--- src/rtl/sdram_pwrup_seq.sv ---
module sdram_pwrup_seq #(
  parameter int ADDR_W   = 13,
  parameter int BA_W     = 2,
  parameter int T_STABLE = 20,
  parameter int T_RP     = 3,
  parameter int T_MRD    = 2,
  parameter int T_RFC    = 10,
  parameter int T_LOCK   = 200,
  parameter int N_REF    = 2,
  parameter logic [ADDR_W-1:0] EMR_VAL = ADDR_W'('h000),
  parameter logic [ADDR_W-1:0] MR_VAL  = ADDR_W'('h032)
) (
  input  logic              clk,
  input  logic              rst_n,
  output logic              sdr_cs_n,
  output logic              sdr_ras_n,
  output logic              sdr_cas_n,
  output logic              sdr_we_n,
  output logic [BA_W-1:0]   sdr_ba,
  output logic [ADDR_W-1:0] sdr_addr,
  output logic              init_ready
);

  localparam int G1   = (T_STABLE > T_RP) ? T_STABLE : T_RP;
  localparam int G2   = (T_MRD > T_RFC) ? T_MRD : T_RFC;
  localparam int GMAX = (G1 > G2) ? G1 : G2;
  localparam int CW   = $clog2(GMAX + 1);
  localparam int LW   = $clog2(T_LOCK + 1);
  localparam int RW   = $clog2(N_REF + 1);

  localparam logic [3:0] C_NOP = 4'b0111;
  localparam logic [3:0] C_PRE = 4'b0010;
  localparam logic [3:0] C_REF = 4'b0001;
  localparam logic [3:0] C_MRS = 4'b0000;
  localparam logic [3:0] C_RD  = 4'b0101;

  localparam logic [ADDR_W-1:0] A_PALL = ADDR_W'(1) << 10;
  localparam logic [ADDR_W-1:0] A_DLL  = ADDR_W'(1) << 8;
  localparam logic [ADDR_W-1:0] A_BIT0 = ADDR_W'(1);

  typedef enum logic [2:0] {
    S_PRE1, S_EMRS, S_MRSD, S_PRE2, S_REF, S_MRS, S_LOCK, S_DONE
  } step_t;

  step_t             step;
  logic [CW-1:0]     gap_cnt;
  logic [RW-1:0]     ref_cnt;
  logic [LW-1:0]     lock_cnt;
  logic              lock_on;
  logic [3:0]        cmd_q;
  logic [BA_W-1:0]   ba_q;
  logic [ADDR_W-1:0] addr_q;
  logic              ready_q;
  logic              dll_fire;

  assign dll_fire = (gap_cnt == '0) && (step == S_MRSD);

  always_ff @(posedge clk or negedge rst_n) begin
    if (!rst_n) begin
      step    <= S_PRE1;
      gap_cnt <= CW'(T_STABLE - 1);
      ref_cnt <= '0;
      cmd_q   <= C_NOP;
      ba_q    <= '0;
      addr_q  <= '0;
      ready_q <= 1'b0;
    end else begin
      cmd_q  <= C_NOP;
      ba_q   <= '0;
      addr_q <= '0;
      if (gap_cnt != '0) begin
        gap_cnt <= gap_cnt - CW'(1);
      end else begin
        case (step)
          S_PRE1, S_PRE2: begin
            cmd_q   <= C_PRE;
            addr_q  <= A_PALL;
            gap_cnt <= CW'(T_RP - 1);
            step    <= (step == S_PRE1) ? S_EMRS : S_REF;
          end
          S_EMRS: begin
            cmd_q   <= C_MRS;
            ba_q    <= BA_W'(1);
            addr_q  <= EMR_VAL & ~A_BIT0;
            gap_cnt <= CW'(T_MRD - 1);
            step    <= S_MRSD;
          end
          S_MRSD: begin
            cmd_q   <= C_MRS;
            addr_q  <= MR_VAL | A_DLL;
            gap_cnt <= CW'(T_MRD - 1);
            step    <= S_PRE2;
          end
          S_REF: begin
            cmd_q   <= C_REF;
            gap_cnt <= CW'(T_RFC - 1);
            if (ref_cnt == RW'(N_REF - 1)) step <= S_MRS;
            else ref_cnt <= ref_cnt + RW'(1);
          end
          S_MRS: begin
            cmd_q   <= C_MRS;
            addr_q  <= MR_VAL & ~A_DLL;
            gap_cnt <= CW'(T_MRD - 1);
            step    <= S_LOCK;
          end
          S_LOCK: begin
            if (lock_cnt == LW'(T_LOCK - 1)) begin
              ready_q <= 1'b1;
              step    <= S_DONE;
            end
          end
          default: ;
        endcase
      end
    end
  end

  always_ff @(posedge clk or negedge rst_n) begin
    if (!rst_n) begin
      lock_on  <= 1'b0;
      lock_cnt <= '0;
    end else if (dll_fire) begin
      lock_on  <= 1'b1;
      lock_cnt <= '0;
    end else if (lock_on && lock_cnt != LW'(T_LOCK - 1)) begin
      lock_cnt <= lock_cnt + LW'(1);
    end
  end

  assign {sdr_cs_n, sdr_ras_n, sdr_cas_n, sdr_we_n} = cmd_q;
  assign sdr_ba     = ba_q;
  assign sdr_addr   = addr_q;
  assign init_ready = ready_q;

  assert_mrd_gap_R5: assert property (@(posedge clk) disable iff (!rst_n)
    (cmd_q == C_MRS && T_MRD > 1) |=> cmd_q == C_NOP);
  assert_rp_gap_R6: assert property (@(posedge clk) disable iff (!rst_n)
    (cmd_q == C_PRE && T_RP > 1) |=> cmd_q == C_NOP);
  assert_rfc_gap_R7: assert property (@(posedge clk) disable iff (!rst_n)
    (cmd_q == C_REF && T_RFC > 1) |=> cmd_q == C_NOP);
  assert_ref_after_dll_R3: assert property (@(posedge clk) disable iff (!rst_n)
    cmd_q == C_REF |-> lock_on);
  assert_lock_window_R8: assert property (@(posedge clk) disable iff (!rst_n)
    $rose(ready_q) |-> (lock_on && lock_cnt == LW'(T_LOCK - 1)));
  assert_ready_hold_R9: assert property (@(posedge clk) disable iff (!rst_n)
    ready_q |=> (ready_q && cmd_q == C_NOP));
  assert_no_read_R9: assert property (@(posedge clk) disable iff (!rst_n)
    cmd_q != C_RD);

endmodule

--- config.mk ---
export PLATFORM = sky130hd
export DESIGN_NAME = sdram_pwrup_seq
export DESIGN_NICKNAME = d
export VERILOG_FILES = /design/src/rtl/sdram_pwrup_seq.sv
export SDC_FILE = /design/constraint.sdc
export NUM_CORES = 1
export LEC_CHECK = 0
export CAP_MARGIN = 40
export CORE_MARGIN = 10
export CORE_UTILIZATION = 35
export CTS_CLUSTER_SIZE = 30
export DETAILED_ROUTE_END_ITERATION = 10
export GPL_ROUTABILITY_DRIVEN = 0
export PLACE_DENSITY_LB_ADDON = 0.05
export SYNTH_ARGS = -nofsm -noshare
export SYNTH_HDL_FRONTEND = slang
export SYNTH_SLANG_ARGS = --single-unit
--- constraint.sdc ---
create_clock -name clk -period 2.23 [get_ports clk]
set_input_delay 0.223 -clock clk [delete_from_list [all_inputs] [get_ports clk]]
set_output_delay 0.223 -clock clk [all_outputs]
set_load 0.02 [all_outputs]
==> results.json <==
{
  "status": "completed",
  "synth_area_mm2": 0.001389,
  "critPathRequiredTime_ns": 2.39,
  "yosys_warnings": 0,
  "hp-class": "in2async",
  "reg2reg_slack_ns": 0.29,
  "tightest_slew_ns": 0.4960,
  "postSynth.asyncResetShare_pct": 100.0,
  "synth_top_area_share_pct": 37.84,
  "vias": 927,
  "crit_cells": 6,
  "critPathMaxStageDelay_ns": 0.38,
  "path_delay_family": "simple AND/OR/NAND/NOR gates",
  "overflow": 0,
  "ys_types": 41,
  "final_cell_mix": "21 x dfrtp_1, 12 x nor2_1, 11 x clkdlybuf4s50_1, 10 x conb_1",
  "skew_ns": 0.001783,
  "rsz0062_at_grt": "false",
  "totalWireLength_um": 2510,
  "io_pins": 22,
  "start_util_pct": 37.10,
  "startpoint": "gap_cnt[1]$_DFFE_PN1P_",
  "dp_cells": 188,
  "fp.dieArea_mm2": 0.006887,
  "grtUsageTotal_pct": 7.196,
  "setup_ws_ns": 0.2895,
  "ant_nets": 0,
  "postCtsHoldBufs": 0,
  "worst-r2r-cell-count": 6,
  "hold_violations": 0,
  "r2r_end": "step[1]$_DFFE_PN0P_",
  "grt_max_degree": 28,
  "synth_ff_type": "dfrtp_1",
  "drt-pass1-iter-count": 4,
  "clk_pin_slew_ns": 0.09,
  "fmax_ghz": 0.5153,
  "drcViolationCount": 0,
  "cp_num_buf_inv": 1,
  "synthToLayoutAreaGrowth_pct": 13.06,
  "drt-vias-per-instance": 4.828,
  "synth-seq-cells": 27,
  "cp_slowest_cell": "dfstp_2",
  "coreArea_mm2": 0.003744,
  "final_common_cell": "dfrtp_1",
  "cts_tree": "yes",
  "powerDensity_mw_per_mm2": 504.8,
  "cts_root_buf": "clkbuf_8",
  "cp-start-kind": "register",
  "die-width_um": 82.99,
  "relSlewSlack_pct": 66.08,
  "routedWlPerCell_um": 13.07,
  "path_class": "reg2reg",
  "cp_max_fo": 5,
  "clock_latency_ns": 0.27,
  "endpoint_kind": "register",
  "grtUsageMet1_pct": 9.595,
  "clock_path_buffers": 2,
  "dp_hpwl_um": 1948,
  "ir_drop_mv": 0.2334,
  "final_max_slew_viol_count": 0,
  "power_w": 0.0007926,
  "post_cts_resize_count": 0,
  "synth_area_leaders": "dfrtp_1 38%, dfstp_2 11%, buf_4 6.5%, ha_1 6.3%, xor2_1 4.4%",
  "r2r-start": "gap_cnt[1]$_DFFE_PN1P_",
  "syn_area_per_cell_um2": 10.68,
  "place_ws_ns": 0.2547,
  "maxCapViolations": 0,
  "synth_edf_count": 0,
  "crit_end": "step[1]$_DFFE_PN0P_",
  "fin_crit_ns": 1.941,
  "drive_gt1_share_pct": 11.11,
  "fin_tns_setup_ns": 0,
  "antenna_found_initial": 0,
  "path_cells": "inv_1, ha_1, nor4b_1, o21ai_1, nor3_2, mux2_1",
  "cts_setup_buffers": 0,
  "yosys.area.top_type": "dfrtp_1",
  "post_layout_nonfiller_instances": 192,
  "grt_pass1_wl_um": 4291,
  "postSynthCellCount": 130,
  "diodes": 0,
  "fin_crit_sh_pct": 87.02,
  "p_leak_nw": 0.7048,
  "rows": 22,
  "seq_area_frac_synth_pct": 49.19,
  "drt-initial-drc-count": 30,
  "grt_pass1_vias": 896,
  "use_met2_pct": 10.82,
  "numCtsBuffers": 3,
  "grt.busiest_layer": "met2",
  "use_met3_pct": 1.758,
  "die_height_um": 82.99,
  "worst_ep_arrival_time_ns": 2.10,
  "clock-sinks": 27,
  "finalSetupViolations": 0,
  "io_buffers": 11,
  "cts.htree.levels": 1,
  "fin_nets": 154
}
-- state kept, by name, indices dropped and copies added, names as in the netlist, 2 cells and up --
| register | count |
|---|---|
| ref_cnt | 2 |
| step | 3 |
| lock_cnt | 8 |
| cmd_q | 3 |
| sdr_addr | 3 |
| gap_cnt | 5 |
-- per-stage QoR --
step / hold slack (ns) / util, % / area [µm²]
after floorplan: -0.07259 / - / 1423
after global placement: 0.4628 / 40.71 / 1524
after detailed placement: 0.4686 / 40.71 / 1524
after CTS: 0.3307 / 41.95 / 1570
after global routing: 0.3503 / 41.95 / 1570
final: 0.3233 / 41.95 / 1570
-- logic make-up (layout without fill, tap and decap cells) --
family,Yosys count,after routing,share of synthesized area [%]
XOR/XNOR,8,8,5.045
multiplexers,5,5,3.694
adder cells (fa/ha/maj),7,7,6.306
AND/OR/NAND/NOR,39,39,15.50
AO/OA/AOI/OAI,23,23,11.26
other,1,10,0.2700
flip-flops,27,27,49.19
buffers and inverters,20,25,8.738
-- layout make-up --
cell class	count	area [µm²]
fillers	376	2173
flip-flops and latches	27	683.2
multi-input cells	92	618.1
repair buffers	15	140.1
well taps	48	60.06
clock buffers	3	41.29
inverters	6	22.52
clock inverters	1	5.005
-- synth_stat cells, types with 2 or more instances --
master,count
xor2_1,7
nand4_1,3
nand2_1,4
buf_4,12
o211ai_1,2
inv_1,6
nand3b_1,2
and3_1,3
dfrtp_1,21
a21oi_1,7
dfstp_2,6
nor3_1,3
ha_1,7
a21o_1,2
nand3_1,3
o21ai_1,2
nor2_1,12
nand2b_1,2
mux2i_1,4
-- where the power goes --
group           total, W  switching (W)  internal (W)
logic          0.0000275      0.0000248    0.00000269
clock network   0.000275       0.000150      0.000125
registers       0.000490              0      0.000490
total           0.000793       0.000175      0.000618
-- routing by layer --
metal	vias up	part of all wire, %
met4	0	1.2
met5	-	0
met3	4	4.0
li1	461	-
met2	15	46
met1	447	49
-- how the worst min path moves through the flow --
| stage | start | to | slack [ns] | depth (start not counted) |
|---|---|---|---|---|
| 6_report | rst_n | gap_cnt[2]$_DFFE_PN0P_ | 0.32 | 2 |
| 2_1_floorplan | rst_n | gap_cnt[2]$_DFFE_PN0P_ | -0.07 | 0 |
| 3_3_place_gp | ref_cnt[0]$_DFFE_PN0P_ | ref_cnt[0]$_DFFE_PN0P_ | 0.46 | 1 |
| 4_1_cts | rst_n | gap_cnt[2]$_DFFE_PN0P_ | 0.33 | 2 |
| 5_1_grt | rst_n | sdr_addr[10]$_DFF_PN0_ | 0.35 | 2 |
| 3_5_place_dp | ref_cnt[0]$_DFFE_PN0P_ | ref_cnt[0]$_DFFE_PN0P_ | 0.47 | 1 |
No activity file was read; power rests on OpenSTA's default activity.
